## src/rtl/rtc_regblk_pkg.sv

```systemverilog
// Package: register offsets, control constants and the decoded register
// selector shared by the block and its checker.
package rtc_regblk_pkg;

    localparam int unsigned OFS_TLOAD = 'h00;
    localparam int unsigned OFS_TNOW  = 'h04;
    localparam int unsigned OFS_CAL   = 'h08;
    localparam int unsigned OFS_TICK  = 'h0C;
    localparam int unsigned OFS_ALARM = 'h10;
    localparam int unsigned OFS_RSTAT = 'h14;
    localparam int unsigned OFS_RMASK = 'h18;
    localparam int unsigned OFS_REN   = 'h1C;
    localparam int unsigned OFS_RDIS  = 'h20;
    localparam int unsigned OFS_ASTAT = 'h24;
    localparam int unsigned OFS_AMASK = 'h28;
    localparam int unsigned OFS_AEN   = 'h2C;
    localparam int unsigned OFS_ADIS  = 'h30;
    localparam int unsigned OFS_CTRL  = 'h34;

    localparam logic [31:0] CTRL_RESET = 32'h0100_0000;
    localparam logic [31:0] CTRL_RSVD  = 32'h70FF_FFFE;

    typedef enum logic [3:0] {
        SEL_TLOAD, SEL_TNOW, SEL_CAL, SEL_TICK, SEL_ALARM,
        SEL_RSTAT, SEL_RMASK, SEL_REN, SEL_RDIS,
        SEL_ASTAT, SEL_AMASK, SEL_AEN, SEL_ADIS,
        SEL_CTRL, SEL_NONE
    } reg_sel_e;

endpackage

```

## src/rtl/rtc_prescaler.sv

```systemverilog
// Prescaler: counts clock cycles and produces a one-cycle tick when the
// position reaches the divisor, then restarts at zero.
// Assumes: the divisor may change at any time. A position already above a
// newly lowered divisor ticks at once instead of wrapping through zero.
module rtc_prescaler #(
    parameter int CNT_W = 16
) (
    input  logic             clk,
    input  logic             rst_n,
    input  logic [CNT_W-1:0] div_i,
    output logic [CNT_W-1:0] pos_o,
    output logic             tick_o
);
    logic [CNT_W-1:0] pos_q;

    // tick when the position has reached or passed the divisor
    always_comb tick_o = (pos_q >= div_i);

    // advance the position, restarting after each tick
    always_ff @(posedge clk) begin
        if (!rst_n)      pos_q <= '0;
        else if (tick_o) pos_q <= '0;
        else             pos_q <= pos_q + 1'b1;
    end

    assign pos_o = pos_q;
endmodule

```

## src/rtl/rtc_seconds.sv

```systemverilog
// Seconds counter: increments on each tick, or takes a staged load value on
// the first tick after it was written. It flags an alarm when the value
// taken at a tick equals the alarm register.
// Assumes: a load write in the same cycle as a tick waits for the next tick.
module rtc_seconds #(
    parameter int W = 32
) (
    input  logic         clk,
    input  logic         rst_n,
    input  logic         tick_i,
    input  logic         load_wr_i,
    input  logic [W-1:0] load_val_i,
    input  logic [W-1:0] alarm_i,
    output logic [W-1:0] count_o,
    output logic         pend_o,
    output logic         alarm_hit_o
);
    logic [W-1:0] count_q, staged_q, next_val;
    logic         pend_q;

    // value the counter takes on the coming tick
    always_comb next_val = pend_q ? staged_q : count_q + 1'b1;

    // alarm fires on the tick that brings the count to the alarm value
    always_comb alarm_hit_o = tick_i && (next_val == alarm_i);

    // count update on each tick
    always_ff @(posedge clk) begin
        if (!rst_n)      count_q <= '0;
        else if (tick_i) count_q <= next_val;
    end

    // staging of a load: a new write overrides the tick's clear
    always_ff @(posedge clk) begin
        if (!rst_n) begin
            pend_q   <= 1'b0;
            staged_q <= '0;
        end else if (load_wr_i) begin
            pend_q   <= 1'b1;
            staged_q <= load_val_i;
        end else if (tick_i) begin
            pend_q   <= 1'b0;
        end
    end

    assign count_o = count_q;
    assign pend_o  = pend_q;
endmodule

```

## src/rtl/rtc_irq_group.sv

```systemverilog
// Interrupt group: status bits cleared by writing 1, with set events taking
// priority over a clear in the same cycle. The mask is changed only by the
// enable command (clears bits) and the disable command (sets bits). The
// level output is high when an unmasked status bit is set.
// Assumes: the mask resets to all ones and the status to zero.
module rtc_irq_group #(
    parameter int W = 2
) (
    input  logic         clk,
    input  logic         rst_n,
    input  logic [W-1:0] set_i,
    input  logic         wr_stat_i,
    input  logic         wr_en_i,
    input  logic         wr_dis_i,
    input  logic [W-1:0] wdata_i,
    output logic [W-1:0] stat_o,
    output logic [W-1:0] mask_o,
    output logic         irq_o
);
    logic [W-1:0] stat_q, mask_q, clr;

    // bits cleared by a status write
    always_comb clr = wr_stat_i ? wdata_i : '0;

    // status register: write-one-to-clear, events set
    always_ff @(posedge clk) begin
        if (!rst_n) stat_q <= '0;
        else        stat_q <= (stat_q & ~clr) | set_i;
    end

    // mask register: changed only by the command strobes
    always_ff @(posedge clk) begin
        if (!rst_n)        mask_q <= '1;
        else if (wr_en_i)  mask_q <= mask_q & ~wdata_i;
        else if (wr_dis_i) mask_q <= mask_q | wdata_i;
    end

    // level interrupt from unmasked pending bits
    always_comb irq_o = |(stat_q & ~mask_q);

    assign stat_o = stat_q;
    assign mask_o = mask_q;
endmodule

```

## src/rtl/rtc_regblk.sv

```systemverilog
// Real-time clock register block: decodes word accesses and holds the
// alarm, calibration and control registers. It connects the prescaler, the
// seconds counter and the two interrupt groups.
// Assumes: one access per cycle while bus_sel is high; reads are
// combinational; only accesses with address bits [1:0] = 0 are accepted.
module rtc_regblk
    import rtc_regblk_pkg::*;
#(
    parameter int              ADDR_W    = 8,
    parameter int              CAL_W     = 21,
    parameter int              TICK_W    = 16,
    parameter logic [CAL_W-1:0] CAL_RESET = 21'h00_7FFF
) (
    input  logic              clk,
    input  logic              rst_n,
    input  logic              bus_sel,
    input  logic              bus_wr,
    input  logic [ADDR_W-1:0] bus_addr,
    input  logic [31:0]       bus_wdata,
    output logic [31:0]       bus_rdata,
    output logic              irq_rtc,
    output logic              irq_aerr
);
    localparam int RTC_BITS = 2;

    reg_sel_e          sel_e;
    logic              wr_stb, bad_access;
    logic [31:0]       alarm_q, ctrl_q;
    logic [CAL_W-1:0]  calib_q;
    logic [TICK_W-1:0] tick_pos;
    logic              sec_tick, alarm_hit, load_pend;
    logic [31:0]       sec_count;
    logic [RTC_BITS-1:0] rtc_stat, rtc_mask;
    logic [0:0]        aerr_stat, aerr_mask;

    // address decode; misaligned or unmapped addresses select nothing
    always_comb begin
        sel_e = SEL_NONE;
        if (bus_addr[1:0] == 2'b00) begin
            case (bus_addr)
                ADDR_W'(OFS_TLOAD): sel_e = SEL_TLOAD;
                ADDR_W'(OFS_TNOW):  sel_e = SEL_TNOW;
                ADDR_W'(OFS_CAL):   sel_e = SEL_CAL;
                ADDR_W'(OFS_TICK):  sel_e = SEL_TICK;
                ADDR_W'(OFS_ALARM): sel_e = SEL_ALARM;
                ADDR_W'(OFS_RSTAT): sel_e = SEL_RSTAT;
                ADDR_W'(OFS_RMASK): sel_e = SEL_RMASK;
                ADDR_W'(OFS_REN):   sel_e = SEL_REN;
                ADDR_W'(OFS_RDIS):  sel_e = SEL_RDIS;
                ADDR_W'(OFS_ASTAT): sel_e = SEL_ASTAT;
                ADDR_W'(OFS_AMASK): sel_e = SEL_AMASK;
                ADDR_W'(OFS_AEN):   sel_e = SEL_AEN;
                ADDR_W'(OFS_ADIS):  sel_e = SEL_ADIS;
                ADDR_W'(OFS_CTRL):  sel_e = SEL_CTRL;
                default:            sel_e = SEL_NONE;
            endcase
        end
    end

    // access qualifiers
    always_comb begin
        wr_stb     = bus_sel && bus_wr;
        bad_access = bus_sel && (sel_e == SEL_NONE);
    end

    // alarm, calibration and control registers
    always_ff @(posedge clk) begin
        if (!rst_n) begin
            alarm_q <= '0;
            calib_q <= CAL_RESET;
            ctrl_q  <= CTRL_RESET;
        end else if (wr_stb) begin
            if (sel_e == SEL_ALARM) alarm_q <= bus_wdata;
            if (sel_e == SEL_CAL)   calib_q <= bus_wdata[CAL_W-1:0];
            if (sel_e == SEL_CTRL)  ctrl_q  <= bus_wdata & ~CTRL_RSVD;
        end
    end

    rtc_prescaler #(.CNT_W(TICK_W)) u_presc (
        .clk    (clk),
        .rst_n  (rst_n),
        .div_i  (calib_q[TICK_W-1:0]),
        .pos_o  (tick_pos),
        .tick_o (sec_tick)
    );

    rtc_seconds #(.W(32)) u_secs (
        .clk         (clk),
        .rst_n       (rst_n),
        .tick_i      (sec_tick),
        .load_wr_i   (wr_stb && sel_e == SEL_TLOAD),
        .load_val_i  (bus_wdata),
        .alarm_i     (alarm_q),
        .count_o     (sec_count),
        .pend_o      (load_pend),
        .alarm_hit_o (alarm_hit)
    );

    rtc_irq_group #(.W(RTC_BITS)) u_rtc_irq (
        .clk       (clk),
        .rst_n     (rst_n),
        .set_i     ({alarm_hit, sec_tick}),
        .wr_stat_i (wr_stb && sel_e == SEL_RSTAT),
        .wr_en_i   (wr_stb && sel_e == SEL_REN),
        .wr_dis_i  (wr_stb && sel_e == SEL_RDIS),
        .wdata_i   (bus_wdata[RTC_BITS-1:0]),
        .stat_o    (rtc_stat),
        .mask_o    (rtc_mask),
        .irq_o     (irq_rtc)
    );

    rtc_irq_group #(.W(1)) u_aerr_irq (
        .clk       (clk),
        .rst_n     (rst_n),
        .set_i     (bad_access),
        .wr_stat_i (wr_stb && sel_e == SEL_ASTAT),
        .wr_en_i   (wr_stb && sel_e == SEL_AEN),
        .wr_dis_i  (wr_stb && sel_e == SEL_ADIS),
        .wdata_i   (bus_wdata[0:0]),
        .stat_o    (aerr_stat),
        .mask_o    (aerr_mask),
        .irq_o     (irq_aerr)
    );

    // read data multiplexer; command registers read as zero
    always_comb begin
        bus_rdata = '0;
        if (bus_sel && !bus_wr) begin
            case (sel_e)
                SEL_TLOAD, SEL_TNOW: bus_rdata = sec_count;
                SEL_CAL:   bus_rdata = 32'(calib_q);
                SEL_TICK:  bus_rdata = 32'(tick_pos);
                SEL_ALARM: bus_rdata = alarm_q;
                SEL_RSTAT: bus_rdata = 32'(rtc_stat);
                SEL_RMASK: bus_rdata = 32'(rtc_mask);
                SEL_ASTAT: bus_rdata = 32'(aerr_stat);
                SEL_AMASK: bus_rdata = 32'(aerr_mask);
                SEL_CTRL:  bus_rdata = ctrl_q;
                default:   bus_rdata = '0;
            endcase
        end
    end
endmodule

```

## config.mk

```make
export PLATFORM = sky130hd
export DESIGN_NAME = rtc_regblk
export DESIGN_NICKNAME = d
export VERILOG_FILES = /design/src/rtl/rtc_regblk_pkg.sv /design/src/rtl/rtc_prescaler.sv /design/src/rtl/rtc_seconds.sv /design/src/rtl/rtc_irq_group.sv /design/src/rtl/rtc_regblk.sv
export SDC_FILE = /design/constraint.sdc
export NUM_CORES = 1
export LEC_CHECK = 0
export ABC_AREA = 1
export CORE_MARGIN = 2
export CORE_UTILIZATION = 30
export DETAILED_ROUTE_END_ITERATION = 10
export PLACE_DENSITY = 0.49
export SLEW_MARGIN = 15
export SYNTH_ARGS = -nofsm -noshare
export SYNTH_HDL_FRONTEND = slang
export SYNTH_SLANG_ARGS = --single-unit
```

## constraint.sdc

```tcl
create_clock -name clk -period 3.08 [get_ports clk]
set_input_delay 0.616 -clock clk [delete_from_list [all_inputs] [get_ports clk]]
set_output_delay 0.616 -clock clk [all_outputs]
set_load 0.01 [all_outputs]
```

==> reports/summary.txt <==
Met3 Usage GRT: 3.215%
Io pins: 78
Floorplan Core Area: 27,630 um^2
Relative area change from synthesis to final layout: 30.15%
Maximum clock frequency: 313.4 MHz
Antenna violation net count after detailed routing: 0
DRC marker count from the first detailed-route iteration: 576
Met2 usage: 31.08%
Aggregate routed wire length: 29,230 um
Critical path cell sequence: buf_6 -> or2_1 -> nor2_2 -> inv_2 -> nor2_4 -> inv_2 -> nor2_4 -> inv_2 -> nor2_1 -> inv_1 -> nand3_2 -> o211ai_4 -> buf_12 -> clkbuf_16 -> a41oi_2 -> buf_2
Post-synthesis instance area: 8367 um^2
Hold Path Class: flip-flop to flip-flop
Count of endpoints failing setup in the final report: 24
Overall die area: 29,240 um^2
Average footprint of a synthesized cell: 6.630 um^2
Max-capacitance violation count: 0
Final clock period utilization by the worst path: 103.6%
Vias in the first global route: 8,216
Outcome: complete, but fails checks
Longest Clk Path Bufs: 2
Count of standard-cell rows: 61
Max_slew headroom: 49.16%
CP most frequent cell: inv_2
Post-Layout Cell Count: 1,775
Seq cells post-synth: 146
Unrepaired setup endpoints after global routing: yes
Clock tree root driver cell: clkbuf_16
HPWL reported at the end of detailed placement: 20,160 um
Vertical extent of the die: 171 um
Global Route met1 Usage: 27.99%
Final Hold Violating Endpoints: 0
Power density relative to cell area: 376.8 nW/um^2
1st-pass router iterations: 7
Pins Over Slew Limit: 0
Area of all placed cells without fillers: 10,890 um^2
Synth Instances: 1,262
Violations in the final reports: setup timing
TritonCTS clock tree: yes
Largest net degree at the start of global routing: 81
Library cells used by synthesis: 40
Post-detailed-route wirelength per cell: 16.47 um
Share of post-route cells with drive strength above 1: 17.75%
Clock sink count: 146
Final min period: 3191 ps
Worst skew pair latency: 440 ps
Die Span X: 171 um
Number of remaining DRC errors: 0
Fraction of power consumed by the clock network: 48.8%
Longest individual stage delay on the worst path: 220 ps
Gate power share: 4.9%
Top fanout value on the critical path: 7
Number of nets in the synthesized netlist: 1,324
CP max stage cell: or2_1
Startpoint kind of the worst setup timing path: input port
Endpoint arrival time on the critical path: 2570 ps
Post-placement cell count: 1,721
First-pass GRT wire length: 44,740 um
Initial antenna violation count: 0
Net load switching power: 0.001042 W
Worst Setup Slack, final: -110.5 ps
Starting Density: 30.28%
Part of the total power dissipated in sequential elements: 46.3%
Net count, final: 1,446
Busiest metal layer after global routing: met2
Part of the Yosys area used for sequential elements: 34.93%
Warnings from Yosys: 0
Via Count: 8,696
Ant. Diodes: 0
Internal power of the cells: 0.003061 W
Total gr overflow: 0
CP endpoint kind: primary output
Setup tns final: -1252 ps
I/O Buffers: 77
Standard cell area after detailed placement: 9925 um^2
Global-route usage over all layers: 19.68%
Clk pin slew, worst setup/hold paths: 70 ps
H-tree Lvls: 4
Slew @ Worst Pin: 761.8 ps
Cts bufs inserted: 17
Worst setup skew after layout: 16.58 ps
Switching share of total power: 25.39%
Worst setup path category: input port to primary output
Worst IR Drop VDD: 0.3059 mV
Critical path required time: 2460 ps
Via-per-instance ratio: 4.899
LEAKAGE: 4.336 nW
Routability cong.: 0.8607
-- what timing repair did --
action                                  4_1_cts  5_1_grt
gates cloned                                  2        4
endpoints found under the setup margin       32       32
buffers inserted                              8        9
resized for setup                           132       74
hold buffers                                  0        0
pin swaps                                    13       19
-- final timing paths --
kind                                                from                           end  slack, ps  cells after the start
worst max-delay path                         bus_addr[7]                  bus_rdata[4]       -110                     16
worst min-delay path              ctrl_q[0]$_SDFFE_PN0P_        ctrl_q[0]$_SDFFE_PN0P_        470                      2
worst max register to register  calib_q[15]$_SDFFE_PN0P_  u_presc.pos_o[12]$_SDFF_PP0_        390                     12
worst min register to register    ctrl_q[0]$_SDFFE_PN0P_        ctrl_q[0]$_SDFFE_PN0P_        470                      2
-- layout make-up --
type                    count  area (um^2)
fillers                  3021        16740
multi-input cells         913         4850
flip-flops and latches    146         2923
repair buffers            156         1504
inverters                 149        574.3
well taps                 378        473.0
clock buffers              18        439.2
clock inverters            14        120.1
repair inverters            1        6.256
-- power by group through the flow --
| stage | clock [W] | sequential [W] | combinational, W |
|---|---|---|---|
| 6_report | 0.00200 | 0.00190 | 0.000201 |
| 2_1_floorplan | 0 | 0.00194 | 0.0000695 |
| 3_5_place_dp | 0 | 0.00194 | 0.000182 |
| 4_1_cts | 0.00204 | 0.00190 | 0.000190 |
| 3_3_place_gp | 0 | 0.00194 | 0.000182 |
| 5_1_grt | 0.00211 | 0.00190 | 0.000218 |
-- stage by stage --
stage          hold WS [ps]  utilization, %  setup slack, ps  power (W)
2_1_floorplan         430.4               -            397.1   0.002009
3_3_place_gp          458.3           35.92           -714.7   0.002123
3_5_place_dp          459.0           35.92           -686.1   0.002123
4_1_cts               469.5           38.67           -121.3   0.004126
5_1_grt               502.0           39.41           -178.4   0.004226
6_report              467.7           39.41           -110.5   0.004103
-- placed cells by master (no fill, tap or decap), drive strengths merged --
cell type | Yosys | final
nand2 | 298 | 298
inv | 148 | 156
dfxtp | 146 | 146
a21oi | 139 | 139
nor2 | 123 | 123
o21ai | 121 | 121
buf | 31 | 105
nand3 | 76 | 76
clkdlybuf4s50 | 0 | 36
clkbuf | 23 | 29
or2 | 26 | 26
o211ai | 20 | 20
nand3b | 18 | 18
ha | 18 | 18
o22ai | 18 | 18
nor3 | 9 | 9
a41oi | 8 | 8
a211oi | 7 | 7
a221oi | 7 | 7
xor2 | 5 | 5
nor3b | 5 | 5
nand4 | 4 | 4
clkinvlp | 0 | 4
a31oi | 4 | 4
clkinv | 1 | 4
xnor2 | 2 | 2
and2 | 2 | 2
clkdlybuf4s15 | 0 | 2
a32o | 1 | 1
o21bai | 1 | 1
o31ai | 1 | 1
dlymetal6s2s | 0 | 1
dlygate4sd2 | 0 | 1
-- registers in the layout, summed over array words and instances, names as in the netlist, named ones only --
signal	count
ctrl_q	6
calib_q	21
u_secs.staged_q	32
u_secs.pend_o	1
u_aerr_irq.stat_o	1
alarm_q	32
u_rtc_irq.stat_o	2
u_secs.count_o	32
u_presc.pos_o	16
-- routing by layer --
| layer | up-vias | part of all wire (%) |
|---|---|---|
| met2 | 230 | 44 |
| met4 | 0 | 1.7 |
| met3 | 25 | 5.6 |
| met5 | - | 0 |
| li1 | 4433 | - |
| met1 | 4008 | 48 |
-- Yosys cell counts --
cell | instances | area [um^2]
a41oi_1 | 8 | 70.07
inv_1 | 139 | 521.8
and2_1 | 2 | 12.51
o21ai_0 | 119 | 595.6
nor3_1 | 7 | 35.03
ha_1 | 18 | 225.2
xor2_1 | 5 | 43.79
nand2_4 | 1 | 11.26
o21ai_1 | 2 | 10.01
a221oi_1 | 7 | 61.31
nand3_2 | 1 | 10.01
nor2_1 | 103 | 386.6
a211oi_1 | 7 | 52.55
a31oi_1 | 4 | 25.02
o31ai_1 | 1 | 7.510
dfxtp_1 | 146 | 2923
o22ai_1 | 18 | 112.6
inv_2 | 9 | 33.78
clkinv_1 | 1 | 3.750
o211ai_1 | 19 | 142.6
nand2_1 | 294 | 1104
nor2_4 | 12 | 135.1
o21bai_1 | 1 | 7.510
nand3b_1 | 18 | 135.1
or2_2 | 25 | 156.4
or2_1 | 1 | 6.260
nor3_2 | 2 | 20.02
nand3_1 | 75 | 375.4
buf_4 | 9 | 67.56
a32o_1 | 1 | 10.01
nor3b_1 | 5 | 37.54
nand2_2 | 3 | 18.77
a21oi_1 | 139 | 695.7
clkbuf_1 | 23 | 86.33
buf_6 | 2 | 22.52
xnor2_1 | 2 | 17.52
nor2_2 | 8 | 50.05
buf_2 | 20 | 100.1
nand4_1 | 4 | 25.02
o211ai_2 | 1 | 12.51
-- critical path, delay by kind of cell --
family / cells / cell delay (ps)
buffers and inverters: 8 / 850
AND/OR/NAND/NOR: 6 / 760
AO/OA/AOI/OAI: 2 / 330
-- kinds of logic after synthesis --
logic type	synth area share (%)
adders and majority gates	2.692
xor gates and xnor gates	0.7328
and+or+nand+nor	30.10
AOI/OAI and AO/OA	21.55
DFF	34.93
buffers and inverters	9.989
(Power assumes the default switching activity.)
